**config.mk**
```make
export PLATFORM = sky130hd
export DESIGN_NAME = cc_eval
export DESIGN_NICKNAME = d
export VERILOG_FILES = /design/src/rtl/cc_pkg.sv /design/src/rtl/cc_flag_terms.sv /design/src/rtl/cc_select.sv /design/src/rtl/cc_out_reg.sv /design/src/rtl/cc_eval.sv
export SDC_FILE = /design/constraint.sdc
export NUM_CORES = 1
export LEC_CHECK = 0
export BUFFER_PORTS_ARGS = -buffer_cell sky130_fd_sc_hd__buf_2
export CORE_MARGIN = 8
export CORE_UTILIZATION = 42
export CTS_BUF_LIST = sky130_fd_sc_hd__clkbuf_2 sky130_fd_sc_hd__clkbuf_4 sky130_fd_sc_hd__clkbuf_8
export DETAILED_ROUTE_END_ITERATION = 7
export HOLD_SLACK_MARGIN = 0.06
export PLACE_DENSITY = 0.95
export RECOVER_POWER = 50
export SYNTH_ARGS = -nofsm -noshare
export SYNTH_HDL_FRONTEND = slang
export SYNTH_HIERARCHICAL = 1
export SYNTH_SLANG_ARGS = --single-unit
```
**constraint.sdc**
```tcl
create_clock -name clk_i -period 3.4 [get_ports clk_i]
set_input_delay 0.34 -clock clk_i [delete_from_list [all_inputs] [get_ports clk_i]]
set_output_delay 0.34 -clock clk_i [all_outputs]
set_load 0.05 [all_outputs]
```
**src/rtl/cc_pkg.sv**
```systemverilog
package cc_pkg;
  localparam int CODE_W  = 4;
  localparam int FLAG_W  = 5;
  localparam int N_CODE  = 1 << CODE_W;
  localparam int N_BASE  = N_CODE / 2;

  // flag bit positions inside flags_i
  localparam int F_Z   = 0;
  localparam int F_S   = 1;
  localparam int F_CY  = 2;
  localparam int F_OV  = 3;
  localparam int F_SAT = 4;

  // selector values with special handling
  localparam logic [CODE_W-1:0] SEL_ALWAYS = 4'd5;
  localparam logic [CODE_W-1:0] SEL_SAT    = 4'd13;

  typedef struct packed {
    logic sat;
    logic ov;
    logic cy;
    logic s;
    logic z;
  } flags_t;
endpackage

```
**src/rtl/cc_flag_terms.sv**
```systemverilog
module cc_flag_terms
  import cc_pkg::*;
(
  input  logic [FLAG_W-1:0] flags_i,
  output logic [N_BASE-1:0] base_o,
  output logic              sat_o
);
  flags_t f;
  logic   lt;

  assign f  = flags_t'(flags_i);
  assign lt = f.s ^ f.ov;  // signed less-than

  always_comb begin
    base_o    = '0;
    base_o[0] = f.ov;
    base_o[1] = f.cy;
    base_o[2] = f.z;
    base_o[3] = f.cy | f.z;
    base_o[4] = f.s;
    base_o[5] = 1'b1;
    base_o[6] = lt;
    base_o[7] = lt | f.z;
  end

  assign sat_o = f.sat;
endmodule

```
**src/rtl/cc_select.sv**
```systemverilog
module cc_select
  import cc_pkg::*;
(
  input  logic [CODE_W-1:0] code_i,
  input  logic [N_BASE-1:0] base_i,
  input  logic              sat_i,
  output logic              cond_o
);
  logic [N_CODE-1:0] table_w;

  // upper half negates lower half, except the saturation slot
  for (genvar i = 0; i < N_CODE; i++) begin : g_entry
    if (i == int'(SEL_SAT)) begin : g_sat
      assign table_w[i] = sat_i;
    end else if (i >= N_BASE) begin : g_neg
      assign table_w[i] = ~base_i[i-N_BASE];
    end else begin : g_pos
      assign table_w[i] = base_i[i];
    end
  end

  assign cond_o = table_w[code_i];
endmodule

```
**src/rtl/cc_out_reg.sv**
```systemverilog
module cc_out_reg (
  input  logic clk_i,
  input  logic rst_ni,
  input  logic valid_i,
  input  logic cond_i,
  output logic valid_o,
  output logic cond_q_o
);
  always_ff @(posedge clk_i or negedge rst_ni) begin
    if (!rst_ni) begin
      valid_o  <= 1'b0;
      cond_q_o <= 1'b0;
    end else begin
      valid_o <= valid_i;
      if (valid_i) cond_q_o <= cond_i;
    end
  end
endmodule

```
**src/rtl/cc_eval.sv**
```systemverilog
module cc_eval
  import cc_pkg::*;
#(
  parameter int DATA_W = 32
) (
  input  logic              clk_i,
  input  logic              rst_ni,
  input  logic              valid_i,
  input  logic [CODE_W-1:0] code_i,
  input  logic [FLAG_W-1:0] flags_i,
  output logic              cond_o,
  output logic [DATA_W-1:0] setf_o,
  output logic              valid_o,
  output logic              cond_q_o
);
  logic [N_BASE-1:0] base_w;
  logic              sat_w;

  cc_flag_terms u_terms (
    .flags_i (flags_i),
    .base_o  (base_w),
    .sat_o   (sat_w)
  );

  cc_select u_sel (
    .code_i (code_i),
    .base_i (base_w),
    .sat_i  (sat_w),
    .cond_o (cond_o)
  );

  assign setf_o = {{(DATA_W-1){1'b0}}, cond_o};

  cc_out_reg u_reg (
    .clk_i    (clk_i),
    .rst_ni   (rst_ni),
    .valid_i  (valid_i),
    .cond_i   (cond_o),
    .valid_o  (valid_o),
    .cond_q_o (cond_q_o)
  );
endmodule

```
# Yosys cells after proc, flatten, opt, wreduce, memory -nomap -nowiden
# Cells that the tools add are included.
# word_totals
ff_bits	2
out_inout_bits	35
word_cells	15
# classes
n_lt_le_gt_ge	1
muxes	2
bitwise_logic	10
# op_table
op	count
1-bit inverter	7
4-bit by 5-bit < comparator with 1-bit output (second input constant)	1
1-bit binary-select mux with 4-bit select	1
1-bit bitwise OR	2
1-bit two-way mux	1
1-bit XOR	1

# Longest topological paths before layout
# Gate-level depths: netlist of the first run.
# logic_depth
ltp_word	5
ltp_mapped	6

# Modules after synthesis
# Netlist of the first run, hierarchy kept.
# modules_own_cells
mod	instances	cells_per_inst	area_each_um2	seq_area_each_um2
cc_eval	1	33	244.0	0.0
cc_select	1	20	180.2	0.0
cc_flag_terms	1	11	77.6	0.0
cc_out_reg	1	3	65.1	50.0

# Least setup slack after synthesis of the first run
# OpenSTA, ideal clock, no wires.
# synth_path
path_kind	input to output
startpoint	input code_i[1]
endpoint	output setf_o[0]
arrival_ns	2.365
required_ns	3.060
path_slack_ns	0.695
stages	5
path_cell_list	buf_6 -> mux2i_1 -> mux2_4 -> nor4_2 -> buf_4
# synth_between
elab_chain_len	2
# synth_rtl
element	line	text
from (decl)	cc_eval.sv:9	input logic [CODE_W-1:0] code_i,
1-bit binary-select mux with 4-bit select	cc_select.sv:22	assign cond_o = table_w[code_i];
1-bit two-way mux (implied by the code)	cc_select.sv:22	
to (decl)	cc_eval.sv:12	output logic [DATA_W-1:0] setf_o,
# Every way passes these cells. The select of a mux whose other input is x is not followed.

# Worst setup path after layout of the first run
# layout_path
startpoint	input code_i[1]
endpoint	output cond_o
# layout_between
elab_chain_len	2
# layout_rtl
element	line	text
1-bit binary-select mux with 4-bit select	cc_select.sv:22	
1-bit two-way mux (implied by the code)	cc_select.sv:22	
to (decl)	cc_eval.sv:11	output logic cond_o,
# Every way passes these cells. The select of a mux whose other input is x is not followed.

==> results.toml, run 1 <==
[timing]
worst_pin_slew_ps = 602
final_setup_violating_endpoints = 0
final.min_clock_period_ps = 2100
finalSetupTns_ps = 0
setup_ws_ps = 1300
rsz_0062_raised_after_global_routing = "no"
worst_clock_skew_ps = 0
max_slew_margin_pct = 60.1
fin_crit_sh_pct = 61.7
timing.final.max_slew_violations = 0
finalHoldViolations = 0
fmaxAchievable_mhz = 477
fin_worst_hold_slack_ps = 269

[grt]
grt_start_max_net_pins = 9
groute.layer.met2.usage_pct = 13.4
grt_use_total_pct = 7.47
grt.busiest_layer = "met2"
use_met3_pct = 1.70
antenna_violations_before_repair = 0
globalRouteMet1Util_pct = 6.84
number_of_global_route_vias_before_repair = 414
wire_length_of_the_first_global_routing_pass_um = 1570
global_route.overflow_total = 0

[worst_setup_path]
worst_ep_required_time_ps = 3060
worstPathBufferInverterCount = 2
path_cells = "buf_2 > mux2i_1 > mux2_4 > nor4_2 > buf_2"
end_kind = "primary output"
critical_path_class = "in -> out"
arrival_ps = 1760
slowest_cell_delay_on_critical_path_ps = 330
path_delay_family = "multiplexers"
slowest_stage = "mux2_4"
crit_path_frequent_cell = "buf_2"
crit_fanout = 6
worstSetupStartpointType = "input port"

[place]
gp_congestion = 0.712
numPlacedInstances = 87
numPortBuffers = 15
hpwl_um = 898
detailedPlace.worstSlack_ps = 1270

[cts]
clkTransAtPathRegs_ps = 30
tritoncts_clock_tree = "done"
clock_insertion_delay_at_the_later_pin_of_the_skew_report_ps = 220
htree_num_levels = 1
clkSinkCount = 2
cts_root_buf = "clkbuf_4"
max-clock-path-buffers = 2
post-cts-setup-buffers = 0
numCtsBuffers = 3

[pwr]
ir_drop_uv = 91.8
power.leakage_nw = 0.275
pwr_dens_nw_per_um2 = 441
p_total_mw = 0.220

[yosys]
avgSynthCellArea_um2 = 8.46
top_count_cell_post_synth = "buf_4"
synthArstFlopShare_pct = 100
gate_count_of_the_mapped_netlist = 67
netlist_area_um2 = 567
synth_top_area_cell = "buf_4"
synth.ff_latch_count = 2
yosys.area.top_type_share_pct = 51.7
netlist_top_cells_count = "39 x buf_4, 5 x mux2i_1, 3 x nand3b_1"
ys_seq_area_share_pct = 8.83
synth_cell_types = 19
yosys_most_used_dff = "dfrtp_1"
synth_warnings = 6
synth.area.top_cells = "buf_4 52%, dfrtp_1 8.8%, mux2i_1 8.8%, mux2_4 5.3%, nand3b_1 4.0%"
post_synth_edffs = 0

[final_layout]
finish.net_count = 90
areaGrowthSynthToFinish_pct = -12.1
number_of_antenna_cells_inserted = 0
post_route_cells_drive_above_1_share_pct = 26.3
final-instance-count-excl-fill = 91

[detailed_routing]
avgViaCountPerCell = 3.71
num_vias = 338
drt-total-wl_um = 984
detail_route.drc_violations = 0
drtPass1Iterations = 2
antenna_violating_nets_post_route = 0
routedWlPerCell_um = 10.8
iter_0_drt_violations = 1

[job]
max_cap_viol_count = 0

[worst_hold_path]
hp-class = "in -> reg"

[floorplanning]
initial_utilization_pct = 44.1
placeableCoreArea_um2 = 1280
die_area_um2 = 2780
io_pins = 47
num_rows = 13
die_height_um = 52.7
dieWidth_um = 52.7

[status]
run_status = "complete, no violations"
==> power by group <==
part / internal (mW) / switching (mW)
logic: 0.0234 / 0.117
clock network: 0.0388 / 0.0123
registers: 0.0270 / 0.00129
total: 0.0893 / 0.130
==> path summary, 6_finish.rpt <==
path	from	end	slack (ps)	cells after the start
worst max-delay path	code_i[1]	cond_o	1300	5
worst min-delay path	valid_i	u_reg/valid_o$_DFF_PN0_	270	1
worst max register to register	u_reg/cond_q_o$_DFFE_PN0P_	u_reg/cond_q_o$_DFFE_PN0P_	2650	1
worst min register to register	u_reg/cond_q_o$_DFFE_PN0P_	u_reg/cond_q_o$_DFFE_PN0P_	500	1
max in group asynchronous	rst_ni	u_reg/valid_o$_DFF_PN0_	2820	2
min in group asynchronous	rst_ni	u_reg/cond_q_o$_DFFE_PN0P_	450	2
==> layer usage <==
metal | up-vias | share of wire [%]
li1 | 167 | -
met1 | 147 | 34
met2 | 24 | 56
met3 | 0 | 10
met4 | 0 | 0
met5 | - | 0
==> sequential cells by signal, summed over array words and instances (netlist names) <==
signal,count
u_reg/cond_q_o,1
u_reg/valid_o,1
==> layout by cell type (no fill, tap or decap) <==
master and instances:
and2b_1 1, buf_2 12, clkbuf_1 3, clkbuf_4 3, conb_1 32, dfrtp_1 2, dlygate4sd3_1 1, mux2_2 1
mux2_4 2, mux2i_1 5, nand3_1 1, nand3b_1 3, nor2b_1 1, nor3_1 1, nor3b_1 1, nor4_2 1
o32ai_1 1, or2_1 1, or2_2 1, or3b_1 2, xor2_1 1
==> logic make-up after synthesis <==
logic type / count (synthesis) / share of synthesized area (%)
flip-flops: 2 / 8.83
XOR/XNOR: 1 / 1.55
other: 2 / 1.32
AO/OA/AOI/OAI: 1 / 1.55
AND/OR/NAND/NOR: 13 / 17.0
buffers and inverters: 40 / 53.6
multiplexers: 8 / 16.1
==> timing repair <==
action                     4_1_cts  5_1_grt
gates resized for setup          0        0
hold buffers                     1        0
setup endpoints to repair        0        0
hold endpoints to repair         2        0
==> area by class of cell <==
type                            instances  area [um^2]
Fill cell                             142          787
Clock buffer                            3         22.5
Multi-Input combinational cell         55          325
Sequential cell                         2         50.0
Tap cell                               15         18.8
Timing Repair Buffer                   16         81.3
==> through the flow <==
step / instance area (um^2) / utilization [%]
3_5_place_dp: 469 / 36.5
5_1_grt: 498 / 38.8
4_1_cts: 502 / 39.0
3_3_place_gp: 469 / 36.5
2_1_floorplan: 679 / -
6_report: 498 / 38.8
Power figures use the tool's default switching activity.
==> run 2: changes to the inputs <==
CORE_UTILIZATION = 39   (was 42)
PLACE_DENSITY = 0.92   (was 0.95)
clock period = 2 ns   (was 3.4 ns; I/O delays follow)
==> run 2 against run 1 <==
Critical path depth is 2 higher; sequential power is 71% higher; die area is 5.3% higher; register-to-register slack worse by 1400 ps; first-iteration DRC count grew to 6.0 times the previous value; clock skew stayed put; cell area is 1.8% higher; largest cell class unchanged; largest power group unchanged; utilization is 0.76 points lower; global-route usage is 0.61 points lower; cell count stayed put; clock power is 76% higher.
==> results.toml, run 2 (synthesized netlist as in run 1, its figures left out) <==
[timing]
fin_crit_sh_pct = 90.2
final.min_clock_period_ps = 1800
timing.final.max_slew_violations = 0
fin_worst_hold_slack_ps = 120
fmaxAchievable_mhz = 555
finalHoldViolations = 0
worst_clock_skew_ps = 0
final_setup_violating_endpoints = 0
finalSetupTns_ps = 0
rsz_0062_raised_after_global_routing = "no"
worst_pin_slew_ps = 597
max_slew_margin_pct = 60.3

[pwr]
p_total_mw = 0.381
pwr_dens_nw_per_um2 = 751
power.leakage_nw = 0.279
ir_drop_uv = 181

[floorplanning]
die_area_um2 = 2930
placeableCoreArea_um2 = 1330
io_pins = 47
initial_utilization_pct = 42.5
dieWidth_um = 54.1
die_height_um = 54.1
num_rows = 13

[worst_setup_path]
worst_r2r_startpoint = "u_reg/cond_q_o$_DFFE_PN0P_"
end_kind = "primary output"
worstSetupStartpointType = "input port"
slowest_cell_delay_on_critical_path_ps = 320
slowest_stage = "nor4_4"
path_cells = "buf_2 > xor2_1 > or2_1 > nor2b_1 > o32ai_1 > nor4_4 > buf_2"
worst_ep_required_time_ps = 1800
crit_fanout = 3
crit_path_frequent_cell = "buf_2"
setup.reg_to_reg.worst_slack_ps = 1240
r2r.worst_path.cells = 1
critical_path_class = "in -> out"
arrival_ps = 1600
r2r-end = "u_reg/cond_q_o$_DFFE_PN0P_"

[grt]
grt_start_max_net_pins = 9
antenna_violations_before_repair = 0
grt_use_total_pct = 6.86
wire_length_of_the_first_global_routing_pass_um = 1440
global_route.overflow_total = 0
number_of_global_route_vias_before_repair = 353

[final_layout]
post_route_cells_drive_above_1_share_pct = 26.3
number_of_antenna_cells_inserted = 0
final_core_util_pct = 38.0
layout.cells.most_common = "conb_1"
areaGrowthSynthToFinish_pct = -10.6
final-seq-area_um2 = 50.0
finish.net_count = 90
final.fill_count = 150
reg_top3 = "u_reg/cond_q_o x1, u_reg/valid_o x1"
multi_input_area_um2 = 334
commonest_cells_after_routing_fill_and_taps_aside = "32 x conb_1, 12 x buf_2, 5 x mux2i_1"

[place]
hpwl_um = 910
gp_congestion = 0.734
numPortBuffers = 15

[cts]
cts_root_buf = "clkbuf_4"
max-clock-path-buffers = 2
ctsResizeCount = 0
htree_num_levels = 1
tritoncts_clock_tree = "done"
clkSinkCount = 2
clock_insertion_delay_at_the_later_pin_of_the_skew_report_ps = 220
clkTransAtPathRegs_ps = 30
post-cts-setup-buffers = 0
numCtsBuffers = 3

[detailed_routing]
num_vias = 338
routedWlPerCell_um = 11.1
iter_0_drt_violations = 6
avgViaCountPerCell = 3.71
drtPass1Iterations = 3
antenna_violating_nets_post_route = 0
drt-total-wl_um = 1010
detail_route.drc_violations = 0

[worst_hold_path]
holdPathEnd = "u_reg/valid_o$_DFF_PN0_"
hp-class = "in -> reg"
worstHoldStart = "valid_i"
hold_depth = 1

[status]
run_status = "complete, no violations"

[job]
max_cap_viol_count = 0
-- run 2: metal layers --
layer	share of wire [%]	vias to the layer above	track usage, %
met4	0.99	0	4.92
met2	49	26	10.7
met3	17	2	4.96
met5	0	-	0
li1	-	168	-
met1	33	142	6.13
-- run 2: area by class of cell --
cell class	count	share of cell area (%)
repair buffers	16	16.0
well taps	15	3.70
multi-input cells	55	65.9
clock buffers	3	4.44
flip-flops and latches	2	9.88
-- run 2: metrics by stage --
step	instances	instance area (um^2)	setup WS (ps)
after CTS	91	510	179
final	91	507	197
after detailed placement	87	478	183
after global routing	91	507	113
after floorplan	97	692	20.3
after global placement	87	478	237
-- run 2: worst max-delay path: cells and delay by family --
family / cells / cell delay [ps]
and+or+nand+nor: 3 / 680
AOI/OAI and AO/OA: 1 / 130
buffers and inverters: 2 / 430
xor gates and xnor gates: 1 / 160
-- run 2: what timing repair did --
item                                   in CTS  in global routing
endpoints found under the hold margin       2                  0
setup endpoints to repair                   0                  0
hold buffers                                1                  0
-- run 2: how the worst max path moves through the flow --
| stage | end | cells past startpoint | slack, ps | from |
|---|---|---|---|---|
| after floorplan | setf_o[0] | 6 | 20 | flags_i[3] |
| after CTS | cond_o | 7 | 180 | flags_i[3] |
| after global routing | cond_o | 7 | 110 | flags_i[3] |
| after global placement | setf_o[0] | 7 | 240 | flags_i[3] |
| after detailed placement | cond_o | 7 | 180 | flags_i[3] |
| final | cond_o | 7 | 200 | flags_i[3] |
-- run 2: where the power goes --
group / internal, mW / switching (mW) / total (mW)
clock: 0.0663 / 0.0239 / 0.0902
sequential: 0.0458 / 0.00243 / 0.0483
combinational: 0.0421 / 0.200 / 0.242
==> run 3: changes to the inputs <==
GPL_TIMING_DRIVEN = 0   (was unset)
MAX_ROUTING_LAYER = met4   (was unset)
PLACE_DENSITY = 0.79   (was 0.92)
==> run 3 against run 2 <==
Utilization increased by 22 points; combinational power increased by 28%; largest power group unchanged; first-iteration DRC count decreased by 17%; critical endpoint is now setf_o[0].
==> results.toml, run 3 (synthesized netlist as in run 1, its figures left out) <==
[status]
run_status = "complete, no violations"

[cts]
clock_insertion_delay_at_the_later_pin_of_the_skew_report_ps = 220
tritoncts_clock_tree = "done"
max-clock-path-buffers = 2
cts_root_buf = "clkbuf_4"
clkTransAtPathRegs_ps = 30
htree_num_levels = 1
clkSinkCount = 2
numCtsBuffers = 3

[timing]
rsz_0062_raised_after_global_routing = "no"
max_slew_margin_pct = 60.2
finalHoldViolations = 0
fmaxAchievable_mhz = 534
worst_pin_slew_ps = 599
final.min_clock_period_ps = 1870
timing.final.max_slew_violations = 0
fin_crit_sh_pct = 93.6
final_setup_violating_endpoints = 0
setup_ws_ps = 129
worst_clock_skew_ps = 0
finalSetupTns_ps = 0

[worst_setup_path]
crit_path_frequent_cell = "buf_2"
path_cells = "buf_2 > xor2_1 > or2_1 > nor2b_1 > o32ai_1 > nor4_4 > buf_6 > buf_2"
slowest_cell_delay_on_critical_path_ps = 350
r2r-end = "u_reg/cond_q_o$_DFFE_PN0P_"
cp_depth = 8
slowest_stage = "nor4_4"
critical_path_class = "in -> out"
worst_r2r_startpoint = "u_reg/cond_q_o$_DFFE_PN0P_"
end_kind = "primary output"
r2r.worst_path.cells = 1
path_delay_family = "simple AND/OR/NAND/NOR gates"
worstSetupStartpointType = "input port"
worstPathBufferInverterCount = 3
worst_ep_required_time_ps = 1800
setup.reg_to_reg.worst_slack_ps = 1250
arrival_ps = 1670
crit_path_launch = "flags_i[3]"
worst_setup_path_endpoint = "setf_o[0]"
crit_fanout = 3

[floorplanning]
die_height_um = 54.1
initial_utilization_pct = 42.5
dieWidth_um = 54.1
placeableCoreArea_um2 = 1330
num_rows = 13
die_area_um2 = 2930
io_pins = 47

[detailed_routing]
detail_route.drc_violations = 0
antenna_violating_nets_post_route = 0
avgViaCountPerCell = 3.43
num_vias = 443
iter_0_drt_violations = 5
routedWlPerCell_um = 9.59
drtPass1Iterations = 3
drt-total-wl_um = 1240

[place]
hpwl_um = 1130
numPortBuffers = 13
gp_congestion = 0.728
detailedPlace.worstSlack_ps = 119

[grt]
global_route.overflow_total = 0
antenna_violations_before_repair = 0
grt_use_total_pct = 7.57
wire_length_of_the_first_global_routing_pass_um = 1570
grt_start_max_net_pins = 9
number_of_global_route_vias_before_repair = 398

[worst_hold_path]
hp-class = "in -> reg"

[final_layout]
reg_top3 = "u_reg/cond_q_o x1, u_reg/valid_o x1"
commonest_cells_after_routing_fill_and_taps_aside = "38 x buf_4, 32 x conb_1, 10 x buf_2"
finish.net_count = 128
areaGrowthSynthToFinish_pct = 41.9
layout.cells.most_common = "buf_4"
post_route_cells_drive_above_1_share_pct = 50.9
number_of_antenna_cells_inserted = 0

[pwr]
p_clk_share_pct = 19.4
p_switching_mw = 0.234
power.leakage_nw = 0.485
internal_power_summed_over_all_cells_mw = 0.211
ir_drop_uv = 195
power_frac_seq_pct = 10.8
pwr_dens_nw_per_um2 = 553
power.switching_fraction_pct = 52.6
pwr-share-comb_pct = 69.7

[job]
max_cap_viol_count = 0
-- run 3: cell types whose count changed in the layout (fill, tap and decap cells not counted), sizes merged --
| cell | change |
|---|---|
| buf | +38 |
-- run 3: worst min-delay path by stage --
stage,from,to,cells past startpoint
floorplan,rst_ni,u_reg/cond_q_o$_DFFE_PN0P_,0
global placement,rst_ni,u_reg/valid_o$_DFF_PN0_,1
detailed placement,rst_ni,u_reg/valid_o$_DFF_PN0_,1
CTS,valid_i,u_reg/valid_o$_DFF_PN0_,1
global route,valid_i,u_reg/valid_o$_DFF_PN0_,1
finish,valid_i,u_reg/valid_o$_DFF_PN0_,1
-- run 3: area by class of cell --
cell class	count	area [um^2]
Clock buffer	3	22.5
Tap cell	15	18.8
Sequential cell	2	50.0
Buffer	40	308
Fill cell	145	529
Timing Repair Buffer	14	71.3
Multi-Input combinational cell	55	334
-- run 3: repair_timing --
item | in CTS | in global routing
hold buffers | 1 | 0
endpoints found under the hold margin | 2 | 0
gates resized for setup | 0 | 0
buffers inserted | 0 | 0
-- run 3: stage by stage --
stage | std cells | total power [mW] | cell area [um^2] | hold slack [ps] | util, %
after global placement | 125 | 0.352 | 776 | -15.4 | 58.2
final | 129 | 0.445 | 805 | 138 | 60.3
after detailed placement | 125 | 0.355 | 776 | -9.37 | 58.2
after global routing | 129 | 0.466 | 805 | 137 | 60.3
after floorplan | 97 | 0.323 | 692 | -95.6 | -
after CTS | 129 | 0.448 | 808 | 114 | 60.6
-- run 3: power by group through the flow --
stage | registers (mW) | clock network, mW | logic (mW)
finish | 0.0483 | 0.0864 | 0.310
CTS | 0.0485 | 0.0919 | 0.308
floorplan | 0.0668 | 0 | 0.256
global route | 0.0490 | 0.0929 | 0.324
global placement | 0.0484 | 0 | 0.304
detailed placement | 0.0488 | 0 | 0.306
-- run 3: routing by layer --
layer / routed length, um / track usage (%)
met4: 0 / 6.15
met5: 0 / -
met2: 686 / 14.1
met3: 123 / 1.38
met1: 427 / 6.28
